--- src/rtl/dpca_pkg.sv ---
package dpca_pkg;

  typedef enum logic [1:0] {
    OWN_NONE  = 2'd0,
    OWN_LEFT  = 2'd1,
    OWN_RIGHT = 2'd2
  } owner_t;

endpackage

--- src/rtl/dpca_rst_sync.sv ---
module dpca_rst_sync #(
  parameter int STAGES = 2
) (
  input  logic clk,
  input  logic rst_n,
  output logic rst_sync_n
);

  logic [STAGES-1:0] chain_q;

  always_ff @(posedge clk or negedge rst_n) begin
    if (!rst_n) chain_q <= '0;
    else        chain_q <= {chain_q[STAGES-2:0], 1'b1};
  end

  assign rst_sync_n = chain_q[STAGES-1];

endmodule

--- src/rtl/dpca_history.sv ---
module dpca_history #(
  parameter int ADDR_W = 10
) (
  input  logic              clk,
  input  logic              rst_n,
  input  logic              ce_n,
  input  logic [ADDR_W-1:0] addr,
  output logic              moved
);

  logic [ADDR_W-1:0] addr_q;
  logic              ce_n_q;
  logic              capture;

  assign capture = 1'b1;

  always_ff @(posedge clk or negedge rst_n) begin
    if (!rst_n) begin
      addr_q <= '0;
      ce_n_q <= 1'b1;
    end else if (capture) begin
      addr_q <= addr;
      ce_n_q <= ce_n;
    end
  end

  assign moved = (addr != addr_q) || (ce_n != ce_n_q);

endmodule

--- src/rtl/dpca_match.sv ---
module dpca_match #(
  parameter int ADDR_W = 10
) (
  input  logic              ce_l_n,
  input  logic              ce_r_n,
  input  logic [ADDR_W-1:0] addr_l,
  input  logic [ADDR_W-1:0] addr_r,
  output logic              hit
);

  logic [ADDR_W-1:0] bit_eq;

  for (genvar i = 0; i < ADDR_W; i++) begin : g_eq
    assign bit_eq[i] = ~(addr_l[i] ^ addr_r[i]);
  end

  assign hit = (&bit_eq) & ~ce_l_n & ~ce_r_n;

endmodule

--- src/rtl/dpca_owner.sv ---
module dpca_owner
  import dpca_pkg::*;
(
  input  logic   clk,
  input  logic   rst_n,
  input  logic   hit,
  input  logic   moved_l,
  input  logic   moved_r,
  output owner_t owner_nxt,
  output owner_t owner_q
);

  always_comb begin
    owner_nxt = owner_q;
    if (!hit) begin
      owner_nxt = OWN_NONE;
    end else if (owner_q == OWN_NONE) begin
      if (moved_l && !moved_r) owner_nxt = OWN_RIGHT;
      else                     owner_nxt = OWN_LEFT;
    end
  end

  always_ff @(posedge clk or negedge rst_n) begin
    if (!rst_n) owner_q <= OWN_NONE;
    else        owner_q <= owner_nxt;
  end

  a_r6_hold_while_hit: assert property (@(posedge clk) disable iff (!rst_n)
    (owner_q != OWN_NONE) && hit |=> owner_q == $past(owner_q));

  a_r7_release_on_nohit: assert property (@(posedge clk) disable iff (!rst_n)
    !hit |=> owner_q == OWN_NONE);

  a_r5_tie_goes_left: assert property (@(posedge clk) disable iff (!rst_n)
    (owner_q == OWN_NONE) && hit && moved_l && moved_r |=> owner_q == OWN_LEFT);

  a_r3_late_right_loses: assert property (@(posedge clk) disable iff (!rst_n)
    (owner_q == OWN_NONE) && hit && !moved_l && moved_r |=> owner_q == OWN_LEFT);

endmodule

--- src/rtl/dp_contention_arbiter.sv ---
module dp_contention_arbiter
  import dpca_pkg::*;
#(
  parameter int ADDR_W = 10
) (
  input  logic              clk,
  input  logic              rst_n,
  input  logic              ce_l_n,
  input  logic              ce_r_n,
  input  logic [ADDR_W-1:0] addr_l,
  input  logic [ADDR_W-1:0] addr_r,
  output logic              busy_l_n,
  output logic              busy_r_n,
  output logic              inhibit_l,
  output logic              inhibit_r
);

  logic   rst_i_n;
  logic   hit;
  logic   moved_l;
  logic   moved_r;
  owner_t owner_nxt;
  owner_t owner_q;
  logic   busy_l_d, busy_r_d, inh_l_d, inh_r_d;

  dpca_rst_sync #(.STAGES(2)) u_rst (
    .clk(clk), .rst_n(rst_n), .rst_sync_n(rst_i_n)
  );

  dpca_match #(.ADDR_W(ADDR_W)) u_match (
    .ce_l_n(ce_l_n), .ce_r_n(ce_r_n),
    .addr_l(addr_l), .addr_r(addr_r), .hit(hit)
  );

  dpca_history #(.ADDR_W(ADDR_W)) u_hist_l (
    .clk(clk), .rst_n(rst_i_n), .ce_n(ce_l_n), .addr(addr_l), .moved(moved_l)
  );

  dpca_history #(.ADDR_W(ADDR_W)) u_hist_r (
    .clk(clk), .rst_n(rst_i_n), .ce_n(ce_r_n), .addr(addr_r), .moved(moved_r)
  );

  dpca_owner u_owner (
    .clk(clk), .rst_n(rst_i_n), .hit(hit),
    .moved_l(moved_l), .moved_r(moved_r),
    .owner_nxt(owner_nxt), .owner_q(owner_q)
  );

  always_comb begin
    inh_l_d  = (owner_nxt == OWN_RIGHT);
    inh_r_d  = (owner_nxt == OWN_LEFT);
    busy_l_d = ~(inh_l_d & ~ce_l_n);
    busy_r_d = ~(inh_r_d & ~ce_r_n);
  end

  always_ff @(posedge clk or negedge rst_i_n) begin
    if (!rst_i_n) begin
      busy_l_n  <= 1'b1;
      busy_r_n  <= 1'b1;
      inhibit_l <= 1'b0;
      inhibit_r <= 1'b0;
    end else begin
      busy_l_n  <= busy_l_d;
      busy_r_n  <= busy_r_d;
      inhibit_l <= inh_l_d;
      inhibit_r <= inh_r_d;
    end
  end

  a_r2_never_both_busy: assert property (@(posedge clk) disable iff (!rst_i_n)
    !(!busy_l_n && !busy_r_n));

  a_r8_idle_left_not_busy: assert property (@(posedge clk) disable iff (!rst_i_n)
    ce_l_n |=> busy_l_n && !inhibit_l);

  a_r8_idle_right_not_busy: assert property (@(posedge clk) disable iff (!rst_i_n)
    ce_r_n |=> busy_r_n && !inhibit_r);

  a_r2_contention_flags_one: assert property (@(posedge clk) disable iff (!rst_i_n)
    hit |=> (inhibit_l ^ inhibit_r));

endmodule

--- config.mk ---
export PLATFORM = sky130hd
export DESIGN_NAME = dp_contention_arbiter
export DESIGN_NICKNAME = d
export VERILOG_FILES = /design/src/rtl/dpca_pkg.sv /design/src/rtl/dpca_rst_sync.sv /design/src/rtl/dpca_history.sv /design/src/rtl/dpca_match.sv /design/src/rtl/dpca_owner.sv /design/src/rtl/dp_contention_arbiter.sv
export SDC_FILE = /design/constraint.sdc
export NUM_CORES = 1
export LEC_CHECK = 0
export ABC_AREA = 1
export BUFFER_PORTS_ARGS = -buffer_cell sky130_fd_sc_hd__buf_2
export CORE_MARGIN = 2
export CORE_UTILIZATION = 30
export CTS_BUF_LIST = sky130_fd_sc_hd__clkbuf_16
export DETAILED_ROUTE_END_ITERATION = 8
export PLACE_DENSITY = 0.55
export SYNTH_ARGS = -nofsm -noshare
export SYNTH_HDL_FRONTEND = slang
export SYNTH_SLANG_ARGS = --single-unit
--- constraint.sdc ---
create_clock -name clk -period 2.3 [get_ports clk]
set_input_delay 0.345 -clock clk [delete_from_list [all_inputs] [get_ports clk]]
set_output_delay 0.345 -clock clk [all_outputs]
set_load 0.005 [all_outputs]
* Yosys cells after proc, flatten, opt, wreduce, memory -nomap -nowiden
Index checks and enable logic that the tools add are counted.
** Operators by class
- Add/sub/neg operators :: 0
- Multipliers :: 0
- Div/mod/pow operators :: 0
- Order comparisons :: 0
- Equal/unequal tests :: 6
- Shift operators :: 0
- Multiplexer cells :: 3
- Bitwise gates (word level) :: 28
- Reductions and logical operators :: 6
** Operator list (number)
- inequality test 10 bit :: 2
- inverter 1 bit :: 14
- AND reduction 10 bit :: 1
- bitwise XOR 1 bit :: 10
- 2-to-1 mux 2 bit :: 3
- bitwise AND 1 bit :: 4
- == test 2 x 1 -> 1 bit, second input constant :: 1
- == test 2 bit, second input constant :: 1
- logical NOT 2 bit :: 1
- logical OR 1 bit :: 2
- inequality test 1 bit :: 2
- logical AND 1 bit :: 1
- logical NOT 1 bit :: 1
** Storage, ports and cells
- Bits in registers :: 30
- Latch bits :: 0
- Memory bits (writable) :: 0
- Memory bits (read-only) :: 0
- Bits of input ports :: 24
- Output and inout bits :: 4
- Word-level logic and storage cells :: 53
- Memories kept :: 0

* Logic depth before layout (Yosys ltp)
- Depth after elaboration :: 10
- Gate-level depth with buffers :: 11

* By module
From an unflattened synthesis, not the netlist that was laid out.
** Unflattened totals
- Cells, all modules :: 188
- Area total of the unflattened synthesis :: 1427.6 um^2
** By module, submodules not included
- dpca_history :: instances 2, cells each 55, area an instance 467.9 um^2, sequential area each 276.5 um^2
- dpca_match :: instances 1, cells each 51, area an instance 211.5 um^2, sequential area each 0.0 um^2
- dp_contention_arbiter :: instances 1, cells each 12, area an instance 135.1 um^2, sequential area each 102.6 um^2
- dpca_owner :: instances 1, cells each 12, area an instance 91.3 um^2, sequential area each 50.0 um^2
- dpca_rst_sync :: instances 1, cells each 3, area an instance 53.8 um^2, sequential area each 50.0 um^2

* Worst setup path after synthesis
No wires, ideal clock.
- Path type :: register to register
- Start point :: register u_hist_r.ce_n_q
- End point :: register inhibit_l
- Setup time :: 0.069 ns
- Data arrival time :: 1.173 ns
- Required time :: 2.231 ns
- Slack :: 1.058 ns
- Cell stages (with the launch flop) :: 10
- Buffers on the path :: 0
- Path through :: dfstp_2 > xnor2_1 > nand2_1 > nor2_1 > nand2_1 > nor2_4 > nand2_2 > nand2_4 > nand2_2 > nor2_2
** Between the ends
- Cells in the longest elaborated chain, start to end :: 8
** Ends and longest elaborated chain
- from (decl) :: RTL line dpca_history.sv:12 : logic ce_n_q;
- from (signal assigned) :: RTL line dpca_history.sv:23 : ce_n_q <= ce_n;
- inequality test 1 bit :: RTL line dpca_history.sv:27 : assign moved = (addr != addr_q) || (ce_n != ce_n_q);
- logical OR 1 bit :: RTL line dpca_history.sv:27
- logical NOT 1 bit :: RTL line dpca_owner.sv:18 : if (moved_l && !moved_r) owner_nxt = OWN_RIGHT;
- logical AND 1 bit :: RTL line dpca_owner.sv:18
- 2-to-1 mux 2 bit :: RTL line dpca_owner.sv:18
- 2-to-1 mux 2 bit :: RTL line dpca_owner.sv:17 : end else if (owner_q == OWN_NONE) begin
- 2-to-1 mux 2 bit :: RTL line dpca_owner.sv:15 : if (!hit) begin
- == test 2 bit :: RTL line dp_contention_arbiter.sv:50 : inh_l_d = (owner_nxt == OWN_RIGHT);
- named net inh_l_d :: RTL line dp_contention_arbiter.sv:24 : logic busy_l_d, busy_r_d, inh_l_d, inh_r_d;
- to (signal assigned) :: RTL line dp_contention_arbiter.sv:65 : inhibit_l <= inh_l_d;
- to (decl) :: RTL line dp_contention_arbiter.sv:14 : output logic inhibit_l,
The timed path passes the listed nets, and every way through them passes these cells.

* Worst setup path after layout
Same ends and word-level chain as after synthesis.

==> impl_metrics.ini <==
[floorplan]
dieArea_mm2 = 0.005035
core-area_mm2 = 0.004324
fp.dieH_um = 70.96
num_io_pins = 28
die_w_um = 70.96
initial_core_util_pct = 31.11
num_rows = 24

[clock_network]
clk_latency_ns = 0.28
ctsRootBufferMaster = clkbuf_16
cts_tree = done
clkTransAtPathRegs_ns = 0.05
cts.sinks = 30
cts_inserted_buffers = 5
h-tree-depth = 2
cts.path.max_buffers = 2

[power_and_ir_drop]
swShare_pct = 21.14
p_seq_share_pct = 39.6
power_frac_comb_pct = 8.8
clkPwrFrac_pct = 51.6
switching_power_uw = 299.0
ir_worst_vdd_mv = 0.5314
leakagePower_uw = 0.0008448
power_density_mw_per_mm2 = 818.6
p_int_uw = 1116

[worst_setup_path]
rr_startpoint = u_hist_r.ce_n_q
reg2reg_to = inhibit_l
start_kind = flip-flop
rrSetupSlack_ns = 0.92
crit_required_ns = 2.51
rr_worst_depth = 9
crit_path_end_kind = flip-flop
worstSetupStartpoint = u_hist_r.ce_n_q
criticalPathCategory = flip-flop to flip-flop
crit_path_end = inhibit_l
path_max_fanout = 3
worstPathArrival_ns = 1.59

[sta]
finalCritPeriodShare_pct = 59.86
finalSetupTns_ns = 0
rsz0062_at_grt = no
timing.hold.ws_ns = 0.1920
final-max-slew-violation-count = 0
setup_violations = 0
hold_violations = 0
fmax_mhz = 726.3
min_period_ns = 1.377
finClkSkew_ns = 0.004575

[global_route]
grt_pass1_wl_mm = 3.870
antenna_found_initial = 0
globalRouteTotalUtil_pct = 10.61
overflow = 0
grt_max_degree = 29
grt_pass1_vias = 887

[job]
drv_cap = 0

[final_layout]
layout.nets = 198
num_antenna_cells = 0
area_growth_pct = 28.47
stdcell_area_mm2 = 0.001728
fillers = 451
drive_gt1_share_pct = 29.71
postLayoutCoreUtil_pct = 39.96

[logic_synthesis]
synthesis.nets = 162
synth_area_leaders = dfrtp_1 (48%), xnor2_1 (15%), nand2_1 (9.5%)
ys_seq_elements = 30
yosysSeqAreaShare_pct = 56.19
avgSynthCellArea_um2 = 9.747
synth_cell_type_count = 20
syn-instance-count = 138
synth_warnings = 0
syn_area_mm2 = 0.001345
synth_top_area_share_pct = 48.37
synth_largest_area_cell = dfrtp_1

[drt]
routedWlPerCell_um = 9.837
route.detailed.drc = 0
wirelength_mm = 2.233
drt_iter0_drc = 24
drt-pass1-iter-count = 4
vias = 895
antenna_left = 0
viasPerCell = 3.943

[status]
run_status = finished clean

[place]
dp_hpwl_mm = 1.729
dpl_cell_area_mm2 = 0.001553
numPortBuffers = 27
routabilityCongestion = 0.7361

[hold_path]
min_path_type = input port to flip-flop
-- placed cells by master (no fill, tap or decap), drive strengths merged --
master / Yosys / layout
dfstp: 4 / 4
nor2: 15 / 15
nand2: 37 / 37
inv: 19 / 19
buf: 0 / 28
nand4: 2 / 2
or2: 3 / 3
bufinv: 0 / 1
clkbuf: 0 / 5
xor2: 1 / 1
dlygate4sd3: 0 / 1
conb: 1 / 1
clkinv: 2 / 4
dfrtp: 26 / 26
a21oi: 1 / 1
nand3: 4 / 4
xnor2: 23 / 23
-- power by group through the flow --
stage                     clock [µW]  combinational, µW  sequential (µW)
after global placement             0                126              568
after detailed placement           0                127              569
final                            730                124              561
after floorplan                    0               70.3              575
after CTS                        746                129              560
after global routing             766                143              563
-- cells in the mapped netlist (all sizes together) --
cell    count
or2         3
conb        1
a21oi       1
nand4       2
dfrtp      26
dfstp       4
xnor2      23
nand2      37
nand3       4
nor2       15
xor2        1
inv        19
clkinv      2
-- state kept, by name, summed over array words and instances, names as in the netlist --
name	cells
busy_r_n	1
u_hist_r.addr_q	10
u_hist_r.ce_n_q	1
inhibit_l	1
u_owner.owner_q	2
u_hist_l.ce_n_q	1
busy_l_n	1
u_hist_l.addr_q	10
inhibit_r	1
u_rst.chain_q	2
-- worst min path at each step --
stage / from / endpoint / cells after the start
global placement: rst_n / u_rst.chain_q[1] / 1
CTS: ce_l_n / u_hist_l.ce_n_q / 1
detailed placement: rst_n / u_rst.chain_q[1] / 1
global route: ce_l_n / u_hist_l.ce_n_q / 1
floorplan: rst_n / u_rst.chain_q[0] / 0
finish: ce_r_n / u_hist_r.ce_n_q / 1
-- logic make-up (layout without fill, tap and decap cells) --
kind of cell | count (synthesis) | count (layout) | synth area share [%]
AOI/OAI and AO/OA | 1 | 1 | 0.6513
buffers and inverters | 21 | 58 | 5.860
DFF | 30 | 30 | 56.19
xor gates and xnor gates | 24 | 24 | 15.63
other | 1 | 1 | 0.2788
and+or+nand+nor | 61 | 61 | 21.39
-- layer usage --
| layer | up-vias | wire [µm] | global-route usage (%) |
|---|---|---|---|
| met1 | 387 | 1019 | 12.94 |
| li1 | 476 | - | - |
| met2 | 26 | 976 | 15.26 |
| met5 | - | 0 | 0 |
| met3 | 6 | 185 | 4.131 |
| met4 | 0 | 51 | 7.547 |
-- timing repair --
item	CTS	global route
endpoints found under the hold margin	2	0
gates resized for setup	0	0
setup endpoints to repair	0	0
setup buffers	0	0
hold buffers	1	0
-- metrics by stage --
stage                     setup WS [ns]  total power, µW  instances
after floorplan                   1.058            645.2        138
after global placement           0.8984            694.5        218
after detailed placement         0.9177            696.0        218
after CTS                        0.9056             1436        227
after global routing             0.8285             1472        227
final                            0.9231             1415        227
-- critical path: stages (launching register included) --
cell     delay (ns)
dfstp_2        0.52
xnor2_1        0.11
nand2_1        0.09
nor2_1         0.11
nand2_1        0.10
nor2_4         0.11
nand2_2        0.08
nand2_4        0.08
nand2_2        0.06
nor2_2         0.07
-- layout make-up --
type / count / area [µm²] / share of cell area, %
clock buffer: 5 / 125.1 / 7.241
clock inverter: 3 / 40.04 / 2.317
inverter: 21 / 78.83 / 4.562
multi-input combinational: 87 / 510.5 / 29.54
sequential: 30 / 755.7 / 43.74
tap: 52 / 65.06 / 3.765
timing repair buffer: 29 / 152.6 / 8.834
Power figures use the tool's default switching activity.
